### src/rtl/mr_sched_pkg.sv
package mr_sched_pkg;
  localparam int VH_FIELD_W = 8;
  localparam int VL_FIELD_W = 4;
  localparam int RSVD_W     = 4;
  localparam int TC_W       = 3;
  localparam int NUM_TC     = 1 << TC_W;
endpackage

### src/rtl/mr_credit_pool.sv
module mr_credit_pool #(
  parameter int N     = 4,
  parameter int LIMIT = 12,
  parameter int AMT_W = 4,
  localparam int IW   = $clog2(N),
  localparam int CW   = $clog2(LIMIT + 1)
) (
  input  logic             clk,
  input  logic             rst,
  input  logic             cons_en,
  input  logic [IW-1:0]    cons_idx,
  input  logic [AMT_W-1:0] cons_amt,
  input  logic             ret_en,
  input  logic [IW-1:0]    ret_idx,
  input  logic [AMT_W-1:0] ret_amt,
  output logic [CW-1:0]    cnt [N]
);
  logic [CW-1:0] cnt_n [N];

  for (genvar i = 0; i < N; i++) begin : g_ctr
    always_comb begin
      int nxt;
      nxt = int'(cnt[i]);
      if (cons_en && cons_idx == IW'(i)) nxt = nxt - int'(cons_amt);
      if (ret_en && ret_idx == IW'(i))   nxt = nxt + int'(ret_amt);
      if (nxt > LIMIT) nxt = LIMIT;
      cnt_n[i] = CW'(nxt);
    end

    always_ff @(posedge clk) begin
      if (rst) cnt[i] <= CW'(LIMIT);
      else     cnt[i] <= cnt_n[i];
    end

    p_cnt_limit_r3: assert property (@(posedge clk) disable iff (rst)
      int'(cnt[i]) <= LIMIT);
  end

  // The scheduler must never charge more than the balance it checked.
  p_no_underflow_r2: assert property (@(posedge clk) disable iff (rst)
    cons_en |-> (int'(cons_amt) <= int'(cnt[cons_idx])));
endmodule

### src/rtl/mr_vh_table.sv
module mr_vh_table
  import mr_sched_pkg::*;
#(
  parameter int NUM_VH = 4,
  parameter int VL_W   = 2,
  parameter int KEY_W  = 16,
  parameter int NRD    = 3,
  localparam int VHI_W = $clog2(NUM_VH),
  localparam int DEPTH = NUM_VH * NUM_TC
) (
  input  logic             clk,
  input  logic             rst,
  input  logic             map_we,
  input  logic [VHI_W-1:0] map_vh,
  input  logic [TC_W-1:0]  map_tc,
  input  logic [VL_W-1:0]  map_vl,
  input  logic             key_we,
  input  logic [VHI_W-1:0] key_vh,
  input  logic [KEY_W-1:0] key_val,
  input  logic [VHI_W-1:0] rd_vh [NRD],
  input  logic [TC_W-1:0]  rd_tc [NRD],
  output logic [VL_W-1:0]  rd_vl [NRD],
  output logic [KEY_W-1:0] rd_key [NRD]
);
  logic [VL_W-1:0]  map_mem [DEPTH];
  logic [KEY_W-1:0] key_mem [NUM_VH];

  always_ff @(posedge clk) begin
    if (rst) begin
      for (int i = 0; i < DEPTH; i++)  map_mem[i] <= '0;
      for (int i = 0; i < NUM_VH; i++) key_mem[i] <= '0;
    end else begin
      if (map_we) map_mem[{map_vh, map_tc}] <= map_vl;
      if (key_we) key_mem[key_vh] <= key_val;
    end
  end

  for (genvar r = 0; r < NRD; r++) begin : g_rd
    assign rd_vl[r]  = map_mem[{rd_vh[r], rd_tc[r]}];
    assign rd_key[r] = key_mem[rd_vh[r]];
  end
endmodule

### src/rtl/mr_rr_pick.sv
module mr_rr_pick #(
  parameter int N = 3,
  localparam int SW = $clog2(N)
) (
  input  logic         clk,
  input  logic         rst,
  input  logic [N-1:0] req,
  output logic [N-1:0] gnt
);
  logic [SW-1:0] last;
  logic [SW-1:0] win;

  always_comb begin
    logic found;
    int   idx;
    gnt   = '0;
    win   = last;
    found = 1'b0;
    for (int i = 0; i < N; i++) begin
      idx = (int'(last) + 1 + i) % N;
      if (!found && req[idx]) begin
        gnt[idx] = 1'b1;
        win      = SW'(idx);
        found    = 1'b1;
      end
    end
  end

  always_ff @(posedge clk) begin
    if (rst)       last <= SW'(N - 1);
    else if (|gnt) last <= win;
  end
endmodule

### src/rtl/mr_tx_credit_sched.sv
module mr_tx_credit_sched
  import mr_sched_pkg::*;
#(
  parameter int NUM_SLOT   = 3,
  parameter int NUM_VH     = 4,
  parameter int NUM_VL     = 4,
  parameter int COST_W     = 4,
  parameter int KEY_W      = 16,
  parameter int VL_LIMIT   = 12,
  parameter int PAIR_LIMIT = 6,
  localparam int VHI_W  = $clog2(NUM_VH),
  localparam int VL_W   = $clog2(NUM_VL),
  localparam int SLOT_W = $clog2(NUM_SLOT),
  localparam int PFX_W  = VH_FIELD_W + VL_FIELD_W + RSVD_W + KEY_W
) (
  input  logic                           clk,
  input  logic                           rst,
  input  logic [VH_FIELD_W:0]            cfg_num_vh,
  input  logic                           map_we,
  input  logic [VHI_W-1:0]               map_vh,
  input  logic [TC_W-1:0]                map_tc,
  input  logic [VL_W-1:0]                map_vl,
  input  logic                           key_we,
  input  logic [VHI_W-1:0]               key_vh,
  input  logic [KEY_W-1:0]               key_val,
  input  logic [NUM_SLOT-1:0]            req_valid,
  input  logic [NUM_SLOT*VH_FIELD_W-1:0] req_vh,
  input  logic [NUM_SLOT*TC_W-1:0]       req_tc,
  input  logic [NUM_SLOT*COST_W-1:0]     req_cost,
  input  logic                           ret_vl_en,
  input  logic [VL_W-1:0]                ret_vl_idx,
  input  logic [COST_W-1:0]              ret_vl_amt,
  input  logic                           ret_pair_en,
  input  logic [VHI_W-1:0]               ret_pair_vh,
  input  logic [VL_W-1:0]                ret_pair_vl,
  input  logic [COST_W-1:0]              ret_pair_amt,
  output logic [NUM_SLOT-1:0]            ack,
  output logic                           tx_valid,
  output logic [SLOT_W-1:0]              tx_slot,
  output logic [PFX_W-1:0]               tx_prefix,
  output logic                           drop_err
);
  localparam int NPAIR = NUM_VH * NUM_VL;
  localparam int PI_W  = $clog2(NPAIR);
  localparam int CWV   = $clog2(VL_LIMIT + 1);
  localparam int CWP   = $clog2(PAIR_LIMIT + 1);

  logic [VH_FIELD_W:0]     eff_num;
  logic [VH_FIELD_W-1:0]   s_vh   [NUM_SLOT];
  logic [VHI_W-1:0]        s_vhi  [NUM_SLOT];
  logic [TC_W-1:0]         s_tc   [NUM_SLOT];
  logic [COST_W-1:0]       s_cost [NUM_SLOT];
  logic [VL_W-1:0]         s_vl   [NUM_SLOT];
  logic [KEY_W-1:0]        s_key  [NUM_SLOT];
  logic [PI_W-1:0]         s_pair [NUM_SLOT];
  logic [NUM_SLOT-1:0]     vh_ok, cand, gnt;
  logic [CWV-1:0]          vl_cnt   [NUM_VL];
  logic [CWP-1:0]          pair_cnt [NPAIR];
  logic [SLOT_W-1:0]       sel;
  logic                    any_gnt, send;

  assign eff_num = (cfg_num_vh > (VH_FIELD_W+1)'(NUM_VH)) ? (VH_FIELD_W+1)'(NUM_VH) : cfg_num_vh;

  for (genvar s = 0; s < NUM_SLOT; s++) begin : g_slot
    logic vl_ok, pair_ok;
    assign s_vh[s]   = req_vh[s*VH_FIELD_W +: VH_FIELD_W];
    assign s_vhi[s]  = s_vh[s][VHI_W-1:0];
    assign s_tc[s]   = req_tc[s*TC_W +: TC_W];
    assign s_cost[s] = req_cost[s*COST_W +: COST_W];
    assign s_pair[s] = {s_vhi[s], s_vl[s]};
    assign vh_ok[s]  = {1'b0, s_vh[s]} < eff_num;
    assign vl_ok     = int'(s_cost[s]) <= int'(vl_cnt[s_vl[s]]);
    assign pair_ok   = int'(s_cost[s]) <= int'(pair_cnt[s_pair[s]]);
    assign cand[s]   = req_valid[s] && !ack[s] && (!vh_ok[s] || (vl_ok && pair_ok));
  end

  mr_vh_table #(.NUM_VH(NUM_VH), .VL_W(VL_W), .KEY_W(KEY_W), .NRD(NUM_SLOT)) u_table (
    .clk(clk), .rst(rst),
    .map_we(map_we), .map_vh(map_vh), .map_tc(map_tc), .map_vl(map_vl),
    .key_we(key_we), .key_vh(key_vh), .key_val(key_val),
    .rd_vh(s_vhi), .rd_tc(s_tc), .rd_vl(s_vl), .rd_key(s_key)
  );

  mr_rr_pick #(.N(NUM_SLOT)) u_arb (.clk(clk), .rst(rst), .req(cand), .gnt(gnt));

  always_comb begin
    sel = '0;
    for (int i = 0; i < NUM_SLOT; i++) if (gnt[i]) sel = SLOT_W'(i);
  end
  assign any_gnt = |gnt;
  assign send    = any_gnt && vh_ok[sel];

  mr_credit_pool #(.N(NUM_VL), .LIMIT(VL_LIMIT), .AMT_W(COST_W)) u_vl_pool (
    .clk(clk), .rst(rst),
    .cons_en(send), .cons_idx(s_vl[sel]), .cons_amt(s_cost[sel]),
    .ret_en(ret_vl_en), .ret_idx(ret_vl_idx), .ret_amt(ret_vl_amt),
    .cnt(vl_cnt)
  );

  mr_credit_pool #(.N(NPAIR), .LIMIT(PAIR_LIMIT), .AMT_W(COST_W)) u_pair_pool (
    .clk(clk), .rst(rst),
    .cons_en(send), .cons_idx(s_pair[sel]), .cons_amt(s_cost[sel]),
    .ret_en(ret_pair_en), .ret_idx({ret_pair_vh, ret_pair_vl}), .ret_amt(ret_pair_amt),
    .cnt(pair_cnt)
  );

  always_ff @(posedge clk) begin
    if (rst) begin
      ack       <= '0;
      tx_valid  <= 1'b0;
      drop_err  <= 1'b0;
      tx_slot   <= '0;
      tx_prefix <= '0;
    end else begin
      ack       <= gnt;
      tx_valid  <= send;
      drop_err  <= any_gnt && !vh_ok[sel];
      tx_slot   <= sel;
      tx_prefix <= {s_vh[sel], VL_FIELD_W'(s_vl[sel]), {RSVD_W{1'b0}}, s_key[sel]};
    end
  end

  p_ack_onehot_r10: assert property (@(posedge clk) disable iff (rst)
    $onehot0(ack));
  p_no_repeat_r10: assert property (@(posedge clk) disable iff (rst)
    (ack != '0) |=> ((ack & $past(ack)) == '0));
  p_drop_no_tx_r7: assert property (@(posedge clk) disable iff (rst)
    drop_err |-> !tx_valid);
  p_event_has_ack_r5: assert property (@(posedge clk) disable iff (rst)
    (tx_valid || drop_err) == (ack != '0));
endmodule

### config.mk
export PLATFORM = sky130hd
export DESIGN_NAME = mr_tx_credit_sched
export DESIGN_NICKNAME = d
export VERILOG_FILES = /design/src/rtl/mr_sched_pkg.sv /design/src/rtl/mr_credit_pool.sv /design/src/rtl/mr_vh_table.sv /design/src/rtl/mr_rr_pick.sv /design/src/rtl/mr_tx_credit_sched.sv
export SDC_FILE = /design/constraint.sdc
export NUM_CORES = 1
export LEC_CHECK = 0
export BUFFER_PORTS_ARGS = -buffer_cell sky130_fd_sc_hd__clkbuf_2
export CAP_MARGIN = 30
export CORE_MARGIN = 3
export CORE_UTILIZATION = 45
export DETAILED_ROUTE_END_ITERATION = 16
export HOLD_SLACK_MARGIN = 0.03
export PLACE_DENSITY = 0.6
export SLEW_MARGIN = 30
export SYNTH_ARGS = -nofsm -noshare
export SYNTH_HDL_FRONTEND = slang
export SYNTH_SLANG_ARGS = --single-unit
### constraint.sdc
create_clock -name clk -period 10.4 [get_ports clk]
set_clock_uncertainty 0.1 [all_clocks]
set_input_delay 0.52 -clock clk [delete_from_list [all_inputs] [get_ports clk]]
set_output_delay 0.52 -clock clk [all_outputs]
set_load 0.02 [all_outputs]
# Yosys cells after proc, flatten, opt, wreduce, memory -nomap -nowiden
# Memories as Yosys holds them, arrays and structs flattened.
# Cells that the tools add are included.
[totals] in_bits=102 mem_count=2 ramBits=128 ff_bits=105 output_inout_bits=39
[classes] n_eq_ne=36 n_addsub=43 magnitude_cmp=44 n_reduce_logical=97 n_mux=115 bitwise_logic=9 div_mod_pow=3
[memory_table] name="u_table.key_mem" depth=4 width=16 rd=3 rd_clocked_by_memory_dff=0 write_ports=4 line_no="mr_vh_table.sv:26" rtl="logic [KEY_W-1:0] key_mem [NUM_VH];"
[memory_table] name="u_table.map_mem" depth=32 width=2 rd=3 rd_clocked_by_memory_dff=0 write_ports=32 line_no="mr_vh_table.sv:25" rtl="logic [VL_W-1:0] map_mem [DEPTH];"
[ops] operator="$mux W32" count=40
[ops] operator="$add A32 B5 Y32" count=20
[ops] operator="$gt A32 B4 Y1 const B" count=16
[ops] operator="$gt A32 B5 Y1 const B" count=4
[ops] operator="$ge A32 B1 Y1 const B" count=3
[ops] operator="$lt A32 B4 Y1 const B" count=3
[ops] operator="$mod A32 B3 Y32 const B" count=3
[ops] operator="$sub A3 B4 Y5" count=16
[ops] operator="$eq A4 B4 Y1 const B" count=16
[ops] operator="$logic_and A1 B1 Y1" count=56
[ops] operator="$mux W16" count=3
[ops] operator="$reduce_or A2 Y1" count=21
[ops] operator="$bmux W4 S2" count=5
[ops] operator="$mux W4" count=10
[ops] operator="$bmux W3 S4" count=3
[ops] operator="$add A32 B2 Y32 const B" count=1
[ops] operator="$add A32 B3 Y32 const B" count=1
[ops] operator="$bmux W16 S2" count=1
[ops] operator="$eq A4 B3 Y1 const B" count=8
[ops] operator="$lt A8 B9 Y1" count=3
[ops] operator="$mux W3" count=9
[ops] operator="$mux W1" count=23
[ops] operator="$sub A4 B4 Y5" count=4
[ops] operator="$bmux W8 S2" count=1
[ops] operator="29 further kinds" count=77

# Longest topological paths before layout
# Gate-level depths: netlist of run 1.
# An unclocked memory read counts as a cell.
[depth] word_depth=32 ltp_mapped=46

# By module
# Synthesis of run 1 repeated with hierarchy kept, for this count alone.
[unflattened] cells_unflattened=2694 area_unflattened_um2=26156.3
[modules_own_cells] mod="mr_credit_pool (u_pair_pool)" instances=1 area_per_inst_um2=10573.9 seq_area_each_um2=960.9 cells_per_inst=1288
[modules_own_cells] mod="mr_vh_table" instances=1 area_per_inst_um2=8169.1 seq_area_each_um2=3843.7 cells_per_inst=624
[modules_own_cells] mod="mr_tx_credit_sched" instances=1 area_per_inst_um2=4061.4 seq_area_each_um2=640.6 cells_per_inst=390
[modules_own_cells] mod="mr_credit_pool (u_vl_pool)" instances=1 area_per_inst_um2=2912.8 seq_area_each_um2=320.3 cells_per_inst=338
[modules_own_cells] mod="mr_rr_pick" instances=1 area_per_inst_um2=439.2 seq_area_each_um2=40.0 cells_per_inst=54

# Worst setup path after synthesis of run 1
# Ideal clock, no wire load.
[synth_path] path_type="input-to-reg" from="input port req_tc[6]" to="register u_pair_pool.cnt[13] in the netlist's numbering" n_path_buf=6 slack_ns=-0.581 t_arrival_ns=10.761 path_stages=37 required_time_ns=10.180 path_cell_list="buf_2 buf_2 mux4_2 mux4_2 mux2i_1 clkbuf_1 mux4_2 mux4_2 inv_1 ha_1 a211oi_1 o221ai_2 a21oi_2 o31a_1 a21o_2 o21a_1 buf_6 buf_2 buf_1 a21oi_1 o21ai_0 ha_1 inv_1 ha_1 a21o_1 xor2_1 mux2_2 ha_1 a21o_1 a21oi_1 or2_2 ha_1 nor4_1 and4b_1 a31oi_1 o41a_1 or2_1"
[synth_between] elab_chain_len=32 word_cells_on_any_way=55 cone_classes="add/sub: 2; order compare: 3; eq/ne: 1; mux: 32; bitwise: 5; reduce/logical: 11; memory: 1"
[synth_rtl] element="from (decl)" line_no="mr_tx_credit_sched.sv:28" rtl="input logic [NUM_SLOT*TC_W-1:0] req_tc,"
[synth_rtl] element="$mem_v2 Z32 W2 (*)"
[synth_rtl] element="branches (longest 26 deep; another with $le A4 B3 Y1)"
[synth_rtl] element="$mux W32 (*)" line_no="mr_credit_pool.sv:24" rtl="if (cons_en && cons_idx == IW'(i)) nxt = nxt - int'(cons_amt);"
[synth_rtl] element="$add A32 B5 Y32" line_no="mr_credit_pool.sv:25" rtl="if (ret_en && ret_idx == IW'(i)) nxt = nxt + int'(ret_amt);"
[synth_rtl] element="$mux W32 (*)" line_no="mr_credit_pool.sv:25"
[synth_rtl] element="$gt A32 B4 Y1" line_no="mr_credit_pool.sv:26" rtl="if (nxt > LIMIT) nxt = LIMIT;"
[synth_rtl] element="$reduce_or A2 Y1 (no line)"
[synth_rtl] element="to (signal, indexed assignment)" line_no="mr_credit_pool.sv:31" rtl="if (rst) cnt[i] <= CW'(LIMIT);"
[synth_rtl] element="to (signal, indexed assignment)" line_no="mr_credit_pool.sv:32" rtl="else cnt[i] <= cnt_n[i];"
[synth_rtl] element="to (decl)" line_no="mr_credit_pool.sv:16" rtl="output logic [CW-1:0] cnt [N]"
# Every way passes the cells marked *. The select of a mux whose other input is x is not followed.
# A chain may end at the register's enable or synchronous reset.

==> results of run 1 <==
## cell usage in the layout (no fill, tap or decap), drive strengths merged, types with 44 or more instances in the layout
cell type / Yosys / routed
mux4: 130 / 130
nor2: 205 / 205
nor3: 104 / 104
mux2i: 113 / 113
nand2: 179 / 179
and2: 72 / 72
xnor2: 57 / 57
clkbuf: 101 / 165
dfxtp: 98 / 98
buf: 57 / 63
a211oi: 52 / 52
o21ai: 181 / 181
a21oi: 149 / 149
a21o: 51 / 51
ha: 374 / 374
nand3: 49 / 49
edfxtp: 128 / 128
inv: 115 / 116
nor2b: 44 / 44
## worst min-delay path by stage
stage	start	to	slack (ns)
2_1_floorplan	u_arb.last[1]	u_arb.last[1]	0.40
6_report	req_vh[23]	tx_prefix[31]	0.12
3_3_place_gp	u_arb.last[1]	u_arb.last[1]	0.43
3_5_place_dp	u_arb.last[1]	u_arb.last[1]	0.45
5_1_grt	req_vh[23]	tx_prefix[31]	0.14
4_1_cts	req_vh[23]	tx_prefix[31]	0.12
## final cells by class
| type | count | area, sq um | share of cell area [%] |
|---|---|---|---|
| diodes | 1 | 2.502 | 0.008716 |
| clock buffers | 32 | 747.0 | 2.602 |
| clock inverters | 21 | 198.9 | 0.6929 |
| inverters | 116 | 435.4 | 1.517 |
| multi-input cells | 2300 | 19400 | 67.58 |
| flip-flops and latches | 226 | 5806 | 20.22 |
| well taps | 756 | 945.9 | 3.295 |
| repair buffers | 196 | 1171 | 4.079 |
## state kept, by name, summed over array words and instances (netlist names)
signal,cells
u_arb.last,2
tx_valid,1
u_table.map_mem,64
tx_slot,1
tx_prefix,26
ack,3
u_pair_pool.cnt,48
drop_err,1
u_table.key_mem,64
u_vl_pool.cnt,16
## cells by family after synthesis
group | share of synthesized area, %
xor+xnor | 2.877
fa+ha+maj | 19.71
compound gates | 16.42
mux | 16.89
flops | 22.17
other cells | 0.02868
buf+inv | 4.272
simple gates | 17.64
## power groups by stage
stage | clock (mW) | combinational, mW | sequential, mW
2_1_floorplan | 0 | 3.01 | 1.21
3_3_place_gp | 0 | 3.97 | 1.23
3_5_place_dp | 0 | 4.07 | 1.24
4_1_cts | 1.04 | 4.11 | 1.22
5_1_grt | 1.07 | 4.60 | 1.23
6_report | 1.03 | 4.15 | 1.22
## metrics by stage
step | std cells | setup slack, ns | cell area, sq um | hold slack [ns] | utilization, %
finish | 3648 | 0.7709 | 28710 | 0.1250 | 50.43
global route | 3647 | 0.1847 | 28710 | 0.1440 | 50.43
CTS | 3646 | 0.8970 | 28680 | 0.1168 | 50.38
detailed placement | 3593 | 0.3574 | 27740 | 0.4456 | 48.72
global placement | 3593 | 0.3607 | 27730 | 0.4324 | 48.71
floorplan | 2800 | 0.04769 | 26260 | 0.4034 | -
## routing by layer
metal	wire (microns)	global-route usage (%)	vias to the layer above
li1	-	-	10690
met1	34010	33.10	11000
met2	38200	44.03	661
met3	4253	2.884	136
met4	2408	7.192	0
met5	0	0	-
## worst max-delay path, delay by kind of cell, from the launching register on
| kind | cells | cell delay (ns) |
|---|---|---|
| AOI/OAI and AO/OA | 14 | 3.79 |
| adders and majority gates | 3 | 0.92 |
| buffers and inverters | 3 | 0.81 |
| DFF | 1 | 0.44 |
| muxes | 4 | 1.69 |
| and+or+nand+nor | 7 | 1.77 |
==> results by group, run 1 <==
Synthesis
  – Area leader, netlist: ha_1
  – Yosys reg bits: 226
  – Post-synth top cells: ha_1, nor2_1, nand2_1, o21ai_0, a21oi_1
  – EDFF count, synth: 128
  – Mapped cell area: 26190 sq um
  – Post-synth top flop: edfxtp_1
  – Synth cell types: 112
  – Gate count after technology mapping: 2781
  – Async SR Flop Fraction: 0%
  – Ys Warns: 0
  – Synth area leaders: ha_1, edfxtp_1, mux4_2, dfxtp_1, mux2i_1
  – Cell with the most instances after synthesis: ha_1
  – Sequential area share after synthesis: 22.17%
  – Avg Cell Area, Syn: 9.416 sq um
  – Synth top area share: 17.87%

Clocking
  – CTS resizes: 0
  – Hold Buf Count CTS: 0
  – Clk slew on worst S/H paths: 0.06 ns
  – CTS tree: built
  – Skew-Pair Late Insertion Delay: 0.58 ns
  – Root buffer cell: clkbuf_16
  – CTS Sinks: 226
  – H-Tree Depth: 1
  – Number of CTS-inserted buffers: 29
  – # Post-CTS Setup Buffers: 0
  – CTS max path bufs: 3

Final layout
  – Synth-to-layout area growth: 9.642%
  – Final layout net count: 3365
  – Share of cells above drive strength 1: 16.36%
  – Layout fillers: 5230

Critical path
  – Crit path kind: flip-flop to flip-flop
  – Crit. Startpoint: u_table.map_mem[27][0]
  – Setup crit end: u_pair_pool.cnt[9]
  – Element type at the critical path end: flip-flop
  – Most frequent CP cell: a21oi_1
  – Slowest CP cell: a31oi_2
  – FF-to-FF setup slack: 0.77 ns
  – RR Startpoint: u_table.map_mem[27][0]
  – Critical Path Start Type: flip-flop
  – R2R cell count: 31
  – Reg2reg end: u_pair_pool.cnt[9]
  – CP Max Fanout: 20
  – Slowest stage delay, CP: 0.70 ns
  – Arrival time worst endpoint: 10.04 ns
  – Data required time at the worst endpoint: 10.82 ns

Power
  – Gate power share: 64.9%
  – LEAKAGE: 11.78 nW
  – Clock share of power: 16.0%
  – Sequential Power Share: 19.1%
  – PD cells: 223.1 nW/um^2
  – Switch Pwr: 3.067 mW
  – Final total power: 6.404 mW
  – Peak supply drop: 0.1423 mV
  – Sw frac: 47.90%
  – P_int: 3.337 mW

Timing
  – Fin crit share: 92.59%
  – Fin crit period: 9.629 ns
  – Final setup viols: 0
  – RSZ-0062 raised after global routing: no
  – Actual slew at the worst max-slew pin: 0.9113 ns
  – Setup TNS Final: 0 ns
  – Final hold vios: 0
  – Max-slew violation count: 0
  – Slew HR: 39.25%
  – FMAX: 103.9 MHz

Detailed routing
  – Iter 0 DRT Violations: 1448
  – Wirelength per Cell: 21.62 microns
  – Final antenna-violating net count: 0
  – Total Wirelength: 78880 microns
  – DRC errors left: 0
  – Vias after detailed routing: 22490
  – TritonRoute pass-1 iters: 6
  – Vias per cell: 6.164

Global route
  – Congestion Overflow GR: 0
  – Vias in the first global route: 22330
  – First-pass GRT wire length: 122300 microns
  – Pin count of the biggest net entering global routing: 52
  – Gr usage total: 25.27%
  – Initial antenna violation count: 0

Min path
  – Hold path depth: 3
  – Hold/Removal Path Class: primary input to flip-flop

Place
  – Post-DP HPWL: 59070 microns
  – GPL Wtd Cong: 0.9315
  – Port-buffer cells: 134

Job
  – Max_cap viols: 0

Floorplan
  – Die width: 247.2 microns
  – Area of the die: 61120 sq um
  – Chip height: 247.2 microns
  – IO Pins: 141
  – Initial Util: 45.99%
  – Row count: 87
  – Core Box Area: 56930 sq um

Status
  – Status: finished, final reports clean
Note: power is estimated with default switching activity, not from simulation.
==> run 2, diff against run 1 <==
Settings changed: PLACE_DENSITY 0.6 to unset, PLACE_DENSITY_LB_ADDON set to 0.3.
==> run 2 against run 1 <==
  * Maximum frequency decreased by 1.4%
  * Design area decreased by 0.34%
  * Highest routed layer unchanged
  * Critical endpoint is now u_pair_pool.cnt[2]
  * Sequential share of layout area increased by 0.069 points
==> results by group, run 2 (synthesis results as in run 1) <==
Status
  – Status: finished, final reports clean

Place
  – DP Cell Count: 3582 (-0.31%)
  – GPL Wtd Cong: 0.9060 (-2.7%)
  – Post-DP HPWL: 58890 microns (-0.30%)
  – Port-buffer cells: 134 (unchanged)

Power
  – P_int: 3.306 mW (-0.93%)
  – Peak supply drop: 0.1343 mV (-5.6%)
  – Sequential Power Share: 19.4% (+0.3 points)
  – Clock share of power: 15.4% (-0.6 points)
  – LEAKAGE: 11.71 nW (-0.53%)
  – Switch Pwr: 3.000 mW (-2.2%)
  – PD cells: 220.4 nW/um^2 (-1.2%)
  – Sw frac: 47.57% (-0.32 points)
  – Gate power share: 65.2% (+0.3 points)

Timing
  – Setup TNS Final: 0 ns (unchanged)
  – Final hold vios: 0 (unchanged)
  – FMAX: 102.4 MHz (-1.4%)
  – Fin crit period: 9.769 ns (+0.1396 ns)
  – Max-slew violation count: 0 (unchanged)
  – RSZ-0062 raised after global routing: no
  – Fin crit share: 93.93% (+1.3 points)
  – Fin Hold WS: 0.1331 ns (+0.008150 ns)
  – Actual slew at the worst max-slew pin: 0.9696 ns (+0.05829 ns)
  – Final setup viols: 0 (unchanged)
  – Slew HR: 35.36% (-3.9 points)

Floorplan
  – IO Pins: 141 (unchanged)
  – Core Box Area: 56930 sq um (unchanged)
  – Area of the die: 61120 sq um (unchanged)
  – Initial Util: 45.99% (unchanged)
  – Chip height: 247.2 microns (unchanged)
  – Row count: 87 (unchanged)
  – Die width: 247.2 microns (unchanged)

Detailed routing
  – Routed length on met3: 4775 microns (+12%)
  – Met1 wire length: 31960 microns (-6.0%)
  – DRC errors left: 0 (unchanged)
  – Vias after detailed routing: 22690 (+0.89%)
  – Total Wirelength: 78130 microns (-0.94%)
  – DR top layer: met4
  – Wire length on met2: 38350 microns (+0.37%)
  – Wirelength per Cell: 21.47 microns (-0.70%)
  – Vias per cell: 6.234 (+1.1%)
  – Iter 0 DRT Violations: 1773 (+22%)
  – Final antenna-violating net count: 0 (unchanged)
  – TritonRoute pass-1 iters: 5 (-1)

Critical path
  – Crit. Startpoint: u_table.map_mem[15][1]
  – Crit path kind: flip-flop to flip-flop
  – Arrival time worst endpoint: 10.14 ns (+0.10 ns)
  – CP Max Fanout: 19 (-5.0%)
  – Critical Path Start Type: flip-flop
  – Data required time at the worst endpoint: 10.77 ns (-0.05 ns)
  – RR Startpoint: u_table.map_mem[15][1]
  – Slowest stage delay, CP: 0.53 ns (-0.17 ns)
  – Element type at the critical path end: flip-flop
  – Slowest CP cell: mux4_2

Global route
  – Initial antenna violation count: 1 (+1)
  – Congestion Overflow GR: 0 (unchanged)
  – First-pass GRT wire length: 120700 microns (-1.3%)
  – Pin count of the biggest net entering global routing: 56 (+7.7%)
  – Gr usage total: 24.82% (-0.45 points)
  – Vias in the first global route: 22080 (-1.1%)

Clocking
  – CTS tree: built
  – CTS max path bufs: 3 (unchanged)
  – CTS Sinks: 226 (unchanged)
  – Number of CTS-inserted buffers: 28 (-3.4%)
  – Skew-Pair Late Insertion Delay: 0.59 ns (about the same)
  – H-Tree Depth: 1 (unchanged)
  – Clk slew on worst S/H paths: 0.06 ns (about the same)
  – Root buffer cell: clkbuf_16

Final layout
  – Final Util: 50.26% (-0.17 points)
  – Most common cell after layout, fill and taps aside: ha_1
  – Largest regs: u_table.key_mem: 64 flops, u_table.map_mem: 64 flops, u_pair_pool.cnt: 48 flops
  – Finished Layout Cells: 3639 (-0.25%)
  – Synth-to-layout area growth: 9.270%
  – Share of cells above drive strength 1: 16.00% (-0.37 points)
  – Final layout net count: 3356 (-0.27%)
  – Most frequent cells in the layout: ha_1, nor2_1, nand2_1

Min path
  – Hold/Removal Path Class: primary input to flip-flop
  – Worst Hold Launch: req_vh[19]

Job
  – Max_cap viols: 0 (unchanged)
[run 2: cell types whose count changed in the layout (fill, tap and decap cells not counted), sizes merged]
cell | before | now
clkbuf | 165 | 173
buf | 63 | 56
clkinv | 14 | 8
bufinv | 3 | 1
clkinvlp | 4 | 3
inv | 116 | 115
[run 2: repair_timing]
| item | 4_1_cts | 5_1_grt |
|---|---|---|
| resized for setup | 0 | 2 |
| setup buffers | 0 | 3 |
| setup endpoints to repair | 0 | 5 |
| hold buffers | 0 | 0 |
[run 2: final timing paths]
path | cells after the start | to | slack [ns]
worst min-delay path | 3 | tx_prefix[27] | 0.13
worst max-delay path | 34 | u_pair_pool.cnt[2] | 0.63
worst min register to register | 2 | u_arb.last[0] | 0.46
worst max register to register | 34 | u_pair_pool.cnt[2] | 0.63
[run 2: per-stage QoR]
stage,setup slack [ns],instance area (sq um),power (mW)
6_report,0.6312,28610,6.306
5_1_grt,0.03280,28610,6.799
4_1_cts,0.6595,28550,6.249
3_5_place_dp,0.07417,27640,5.254
3_3_place_gp,0.2334,27640,5.125
2_1_floorplan,0.04769,26260,4.213
[run 2: power by group through the flow]
stage / logic (mW) / registers (mW) / clock network [mW]
after floorplan: 3.01 / 1.21 / 0
after global placement: 3.89 / 1.23 / 0
after detailed placement: 4.02 / 1.24 / 0
after CTS: 4.04 / 1.22 / 0.984
after global routing: 4.55 / 1.23 / 1.01
final: 4.11 / 1.23 / 0.972
[run 2: layout make-up]
cell class	instances	area (sq um)
fill	5214	28320
multi-input combinational	2300	19410
sequential	226	5806
timing repair buffer	188	1099
tap	756	945.9
clock buffer	41	800.8
inverter	116	435.4
clock inverter	11	110.1
antenna	1	2.502
[run 2: per-layer routing]
layer	track usage, %	up-vias
li1	-	10660
met1	31.07	11030
met2	44.08	813
met3	3.199	181
met4	8.325	0
met5	0	-
[run 2: worst max-delay path, delay by kind of cell, from the launching register on]
family | cells | cell delay, ns
mux | 6 | 2.76
fa+ha+maj | 4 | 1.11
simple gates | 8 | 1.35
buf+inv | 2 | 0.73
flops | 1 | 0.46
compound gates | 14 | 3.12
